[src/rtl/async_char_tx_pkg.sv]
package async_char_tx_pkg;

  typedef enum logic [1:0] {
    TX_IDLE  = 2'd0,
    TX_START = 2'd1,
    TX_DATA  = 2'd2,
    TX_STOP  = 2'd3
  } txState_e;

  // strobes from control to datapath
  typedef struct packed {
    logic capture;   // latch parallel character
    logic goStart;   // drive start (space) element
    logic firstBit;  // drive data bit 0
    logic nextBit;   // shift and drive following data bit
    logic goMark;    // drive stop (mark) element
  } txStrobe_t;

  localparam logic [1:0] STOP_ONE  = 2'd0;
  localparam logic [1:0] STOP_HALF = 2'd1;

endpackage

[src/rtl/async_char_tx_dp.sv]
module async_char_tx_dp
  import async_char_tx_pkg::*;
#(
  parameter int DATA_W = 8
) (
  input  logic              clk,
  input  logic              pwrClr,
  input  txStrobe_t         strb,
  input  logic [DATA_W-1:0] dataIn,
  output logic              serOut
);

  logic [DATA_W-1:0] dataReg;
  logic              lineReg;

  always_ff @(posedge clk) begin
    if (pwrClr) begin
      dataReg <= '0;
      lineReg <= 1'b1;
    end else begin
      if (strb.capture) dataReg <= dataIn;
      if (strb.goStart) lineReg <= 1'b0;
      if (strb.firstBit) lineReg <= dataReg[0];
      if (strb.nextBit) begin
        lineReg <= dataReg[1];
        dataReg <= dataReg >> 1;
      end
      if (strb.goMark) lineReg <= 1'b1;
    end
  end

  assign serOut = lineReg;


  one_strobe_chk: assert property (@(posedge clk) disable iff (pwrClr)
    $onehot0({strb.goStart, strb.firstBit, strb.nextBit, strb.goMark}));


  capture_on_mark_chk: assert property (@(posedge clk) disable iff (pwrClr)
    strb.capture |-> serOut);

endmodule

[src/rtl/async_char_tx_ctl.sv]
module async_char_tx_ctl
  import async_char_tx_pkg::*;
#(
  parameter int DATA_W         = 8,
  parameter int NARROW_W       = 5,
  parameter int TICKS_PER_UNIT = 8
) (
  input  logic       clk,
  input  logic       pwrClr,
  input  logic       tick,
  input  logic       loadStb,
  input  logic       wideMode,
  input  logic [1:0] stopSel,
  input  logic       waitIn,
  output txStrobe_t  strb,
  output logic       flag
);

  localparam int CNT_W = $clog2(2 * TICKS_PER_UNIT);
  localparam int BIT_W = $clog2(DATA_W);
  localparam int HALF  = TICKS_PER_UNIT / 2;
  localparam logic [CNT_W-1:0] UNIT_LAST = CNT_W'(TICKS_PER_UNIT - 1);
  localparam logic [CNT_W-1:0] HALF_LAST = CNT_W'(HALF - 1);
  localparam logic [CNT_W-1:0] STOP1_LAST = CNT_W'(TICKS_PER_UNIT - 1);
  localparam logic [CNT_W-1:0] STOP15_LAST = CNT_W'(TICKS_PER_UNIT + HALF - 1);
  localparam logic [CNT_W-1:0] STOP2_LAST = CNT_W'(2 * TICKS_PER_UNIT - 1);
  localparam logic [BIT_W-1:0] WIDE_LAST = BIT_W'(DATA_W - 1);
  localparam logic [BIT_W-1:0] NARROW_LAST = BIT_W'(NARROW_W - 1);

  txState_e         state;
  logic [CNT_W-1:0] subCnt;
  logic [BIT_W-1:0] bitIdx;
  logic             pending;

  logic [CNT_W-1:0] stopLast;
  logic [BIT_W-1:0] bitLast;
  logic             accept, unitEnd, stopEnd, startNow;

  always_comb begin
    case (stopSel)
      STOP_ONE:  stopLast = STOP1_LAST;
      STOP_HALF: stopLast = STOP15_LAST;
      default:   stopLast = STOP2_LAST;
    endcase
    bitLast  = wideMode ? WIDE_LAST : NARROW_LAST;
    accept   = loadStb && flag;
    unitEnd  = tick && (subCnt == UNIT_LAST);
    stopEnd  = tick && (state == TX_STOP) && (subCnt == stopLast);
    startNow = tick && pending && !waitIn &&
               ((state == TX_IDLE) || stopEnd);

    strb          = '0;
    strb.capture  = accept;
    strb.goStart  = startNow;
    strb.firstBit = (state == TX_START) && unitEnd;
    strb.nextBit  = (state == TX_DATA) && unitEnd && (bitIdx != bitLast);
    strb.goMark   = (state == TX_DATA) && unitEnd && (bitIdx == bitLast);
  end

  always_ff @(posedge clk) begin
    if (pwrClr) begin
      state   <= TX_IDLE;
      subCnt  <= '0;
      bitIdx  <= '0;
      flag    <= 1'b1;
      pending <= 1'b0;
    end else begin
      if (accept) begin
        flag    <= 1'b0;
        pending <= 1'b1;
      end
      if (startNow) begin
        state   <= TX_START;
        subCnt  <= '0;
        pending <= 1'b0;
      end else if (tick) begin
        case (state)
          TX_START: begin
            if (unitEnd) begin
              state  <= TX_DATA;
              subCnt <= '0;
              bitIdx <= '0;
            end else begin
              subCnt <= subCnt + 1'b1;
            end
          end
          TX_DATA: begin
            if (unitEnd) begin
              subCnt <= '0;
              if (bitIdx == bitLast) state <= TX_STOP;
              else bitIdx <= bitIdx + 1'b1;
            end else begin
              subCnt <= subCnt + 1'b1;
            end
          end
          TX_STOP: begin
            if (subCnt == HALF_LAST) flag <= 1'b1;
            if (subCnt == stopLast) begin
              state  <= TX_IDLE;
              subCnt <= '0;
            end else begin
              subCnt <= subCnt + 1'b1;
            end
          end
          default: ;
        endcase
      end
    end
  end


  flag_fall_on_load_chk: assert property (@(posedge clk) disable iff (pwrClr)
    $fell(flag) |-> $past(loadStb));


  start_flag_clear_chk: assert property (@(posedge clk) disable iff (pwrClr)
    (state == TX_START) |-> !flag);


  wait_holds_idle_chk: assert property (@(posedge clk) disable iff (pwrClr)
    (state == TX_IDLE && waitIn) |=> (state == TX_IDLE));


  no_tick_stable_chk: assert property (@(posedge clk) disable iff (pwrClr)
    !tick |=> $stable(state));

endmodule

[src/rtl/async_char_tx.sv]
module async_char_tx
  import async_char_tx_pkg::*;
#(
  parameter int DATA_W         = 8,
  parameter int NARROW_W       = 5,
  parameter int TICKS_PER_UNIT = 8
) (
  input  logic              clk,
  input  logic              pwrClr,
  input  logic              tick,
  input  logic              loadStb,
  input  logic [DATA_W-1:0] dataIn,
  input  logic              wideMode,
  input  logic [1:0]        stopSel,
  input  logic              waitIn,
  input  logic              flagQuery,
  output logic              serOut,
  output logic              flag,
  output logic              flagStrobed
);

  txStrobe_t strb;

  async_char_tx_ctl #(
    .DATA_W(DATA_W), .NARROW_W(NARROW_W), .TICKS_PER_UNIT(TICKS_PER_UNIT)
  ) ctl_i (
    .clk(clk), .pwrClr(pwrClr), .tick(tick), .loadStb(loadStb),
    .wideMode(wideMode), .stopSel(stopSel), .waitIn(waitIn),
    .strb(strb), .flag(flag)
  );

  async_char_tx_dp #(.DATA_W(DATA_W)) dp_i (
    .clk(clk), .pwrClr(pwrClr), .strb(strb), .dataIn(dataIn), .serOut(serOut)
  );

  assign flagStrobed = flag & flagQuery;

endmodule

[config.mk]
export PLATFORM = sky130hd
export DESIGN_NAME = async_char_tx
export DESIGN_NICKNAME = d
export VERILOG_FILES = /design/src/rtl/async_char_tx_pkg.sv /design/src/rtl/async_char_tx_dp.sv /design/src/rtl/async_char_tx_ctl.sv /design/src/rtl/async_char_tx.sv
export SDC_FILE = /design/constraint.sdc
export NUM_CORES = 1
export LEC_CHECK = 0
export BUFFER_PORTS_ARGS = -buffer_cell sky130_fd_sc_hd__buf_2
export CORE_UTILIZATION = 35
export DETAILED_ROUTE_END_ITERATION = 10
export HOLD_SLACK_MARGIN = 0.05
export PLACE_DENSITY = 0.59
export SETUP_SLACK_MARGIN = 0.15
export SKIP_LAST_GASP = 1
export SYNTH_ARGS = -nofsm -noshare
export SYNTH_HDL_FRONTEND = slang
export SYNTH_SLANG_ARGS = --single-unit
[constraint.sdc]
create_clock -name clk -period 2.3 [get_ports clk]
set_input_delay 0.23 -clock clk [delete_from_list [all_inputs] [get_ports clk]]
set_output_delay 0.23 -clock clk [all_outputs]
set_load 0.02 [all_outputs]
==> run summary <==
- **status** complete, no violations
- **Hold Vio Cnt, Final** 0
- **IR Drop Worst-Case VDD** 0.000344 V
- **number of standard cells after synthesis** 141
- **switching power as a share of total power** 24.6%
- **count of standard-cell rows** 21
- **power density normalized to cell area** 550 nW/um^2
- **root buf cell** clkbuf_4
- **YS warnings** 0
- **Post-CTS Hold Buffers** 0
- **Gate power share** 13.7%
- **Switch Pwr** 0.190 mW
- **final critical-path share of the clock period** 84.6%
- **cell-internal power** 0.584 mW
- **DR iter-0 viols** 22
- **final worst clock skew** 14.1 ps
- **proportion of synthesized chip area in sequential cells** 32.6%
- **DP Cell Count** 200
- **final cell area excluding filler cells** 1410 um^2
- **crit path launch type** flop
- **Primary FF master, synth** dfxtp_1
- **wire length of the first global-routing pass** 4130 um
- **Detailed Place HPWL** 2000 um
- **CTS sink cnt** 20
- **post-route minimum period** 1950 ps
- **Final Instance Count excl. Fillers** 204
- **# port buffers** 19
- **worst skew pair latency** 310 ps
- **via count of the first global-routing pass** 941
- **synthesis-stage register bit count** 20
- **number of buffers created by CTS** 3
- **Overall Global Routing Usage** 14.9%
- **maximum number of pins on one net before global-route repair** 16
- **clock-pin slew reported for the worst setup and hold paths after clock tree synthesis** 130 ps
- **total power after layout** 0.774 mW
- **highest clock frequency the design can meet** 514 MHz
- **cell type contributing the most total cell area after synthesis** dfxtp_1
- **core region area** 3360 um^2
- **worst endpoint required time** 2490 ps
- **GP Congestion** 0.824
- **fraction of final layout cells sized beyond drive strength 1** 26.6%
- **Tightest Pin Transition** 377 ps
- **area share of the largest cell type after synthesis** 32.6%
- **count of different cell masters after synthesis** 42
- **Chip Height** 61.3 um
- **kind of critical path** reg2reg
- **synthesized area divided by synthesized cell count** 8.72 um^2
- **most used cells in the layout excluding fill and tap cells** dfxtp_1, buf_2, nor2_1
- **unrepaired setup endpoints after global routing** false
- **routed length per instance** 12.7 um
- **worst endpoint data arrival time** 2140 ps
- **max-slew headroom at the worst pin** 74.8%
- **main area contributors after synthesis** dfxtp_1, a311oi_2, ha_1, nor2_1, nand3_1
- **horizontal extent of the die** 61.3 um
- **initial antenna violation count** 0
- **via count of the routed design** 1064
- **vias per std cell** 5.22
- **number of instances resized during post-cts repair** 0
- **die outline area** 3760 um^2
- **iteration count of the initial detailed-routing pass** 4
- **Synth async-reset ratio** 0%
- **instance area at placement** 1350 um^2
- **count of pins on the block boundary** 20
- **Hold WC Path Type** in2reg
- **post-synthesis to final-layout area growth** 14.5%
- **post-CTS setup buffers** 0
- **portion of total power attributed to sequential cells** 48.2%
- **Final setup viols** 0
- **final number of max-transition violations** 0
- **number of buffers on the longest clock path** 2
- **Clock Power Share** 38.1%
- **Util after Layout** 41.9%
- **most common cell after layout, fill and taps aside** dfxtp_1
- **largest fanout on the critical path** 15
- **number of nets in the layout** 183
- **total leakage power** 0.548 nW
- **netlist area before placement** 1230 um^2
- **CTS tree** yes
- **crit end category** flop
- **global route total overflow** 0
- **post-route DRC violation count** 0
- **number of levels in the clock H-tree** 1
- **Total Neg Setup Slack** 0 ps
- **initial core utilization** 36.6%
- **DRT Wirelength** 2580 um
- **number of enable flip-flop cells after synthesis** 0
- **final antenna-violating net count** 0
- **number of diodes** 0
- **Max-Cap Viols** 0
- **net count after synthesis** 165
==> worst paths after layout <==
kind / from / to / slack (ps) / cells after the start
max: ctl_i.state[0]$_SDFFE_PP0P_ / dp_i.dataReg[6]$_SDFFE_PP0P_ / 350 / 6
min: dataIn[4] / dp_i.dataReg[4]$_SDFFE_PP0P_ / 200 / 3
max reg2reg: ctl_i.state[0]$_SDFFE_PP0P_ / dp_i.dataReg[6]$_SDFFE_PP0P_ / 350 / 6
min reg2reg: dp_i.serOut$_SDFFE_PP1P_ / dp_i.serOut$_SDFFE_PP1P_ / 490 / 2
==> routing by layer <==
layer	global-route usage, %	share of wire (%)	vias to the layer above
li1	-	-	553
met1	18.1	49	499
met2	26.1	48	10
met3	3.78	2.7	2
met4	3.90	0.66	0
met5	0	0	-
==> sequential cells by signal, indices dropped and copies added, names as in the netlist <==
name,count
dp_i.dataReg,8
dp_i.serOut,1
ctl_i.state,2
ctl_i.bitIdx,3
ctl_i.pending,1
ctl_i.subCnt,4
ctl_i.flag,1
==> layout make-up <==
cell class	count	area, um^2
inverters	7	26.3
flip-flops and latches	20	400
clock buffers	3	22.5
well taps	46	57.6
repair buffers	20	103
clock inverters	1	30.0
multi-input cells	107	769
fillers	372	1950
==> cells by family after synthesis <==
group           share of synthesized area (%)
simple gates                             26.0
compound gates                           26.7
flops                                    32.6
buf+inv                                  5.09
fa+ha+maj                                7.12
mux                                      2.54
==> metrics by stage <==
step / hold slack (ps) / worst slack [ps]
final: 205 / 353
after global routing: 202 / 233
after CTS: 197 / 208
after detailed placement: 474 / 220
after global placement: 470 / 324
after floorplan: 351 / 406
==> cells in the mapped netlist (2+ instances only) <==
master     n
nand2b_1   2
inv_1      7
buf_2      2
and3_1     2
or4_1      2
mux2i_1    2
o31ai_1    2
nor2b_1    2
nand2_1   12
dfxtp_1   20
nor2_1    17
a21oi_1    9
clkbuf_1   4
nand3_1   10
ha_1       7
o21ai_0    6
nand4b_1   2
a311oi_2   7
nor3_1     3
==> critical path, cell delays in order (launching register included) <==
cell and delay [ps]:
dfxtp_1 370, inv_1 130, ha_2 290, inv_1 110, or3b_2 670, nor2_1 180, a311oi_2 60
==> power groups by stage <==
stage | Sequential [mW] | Combinational [mW] | Clock [mW]
after floorplan | 0.378 | 0.0741 | 0
final | 0.373 | 0.106 | 0.295
after global placement | 0.381 | 0.104 | 0
after global routing | 0.375 | 0.119 | 0.316
after CTS | 0.373 | 0.107 | 0.303
after detailed placement | 0.381 | 0.106 | 0
Note: power is estimated with default switching activity, not from simulation.
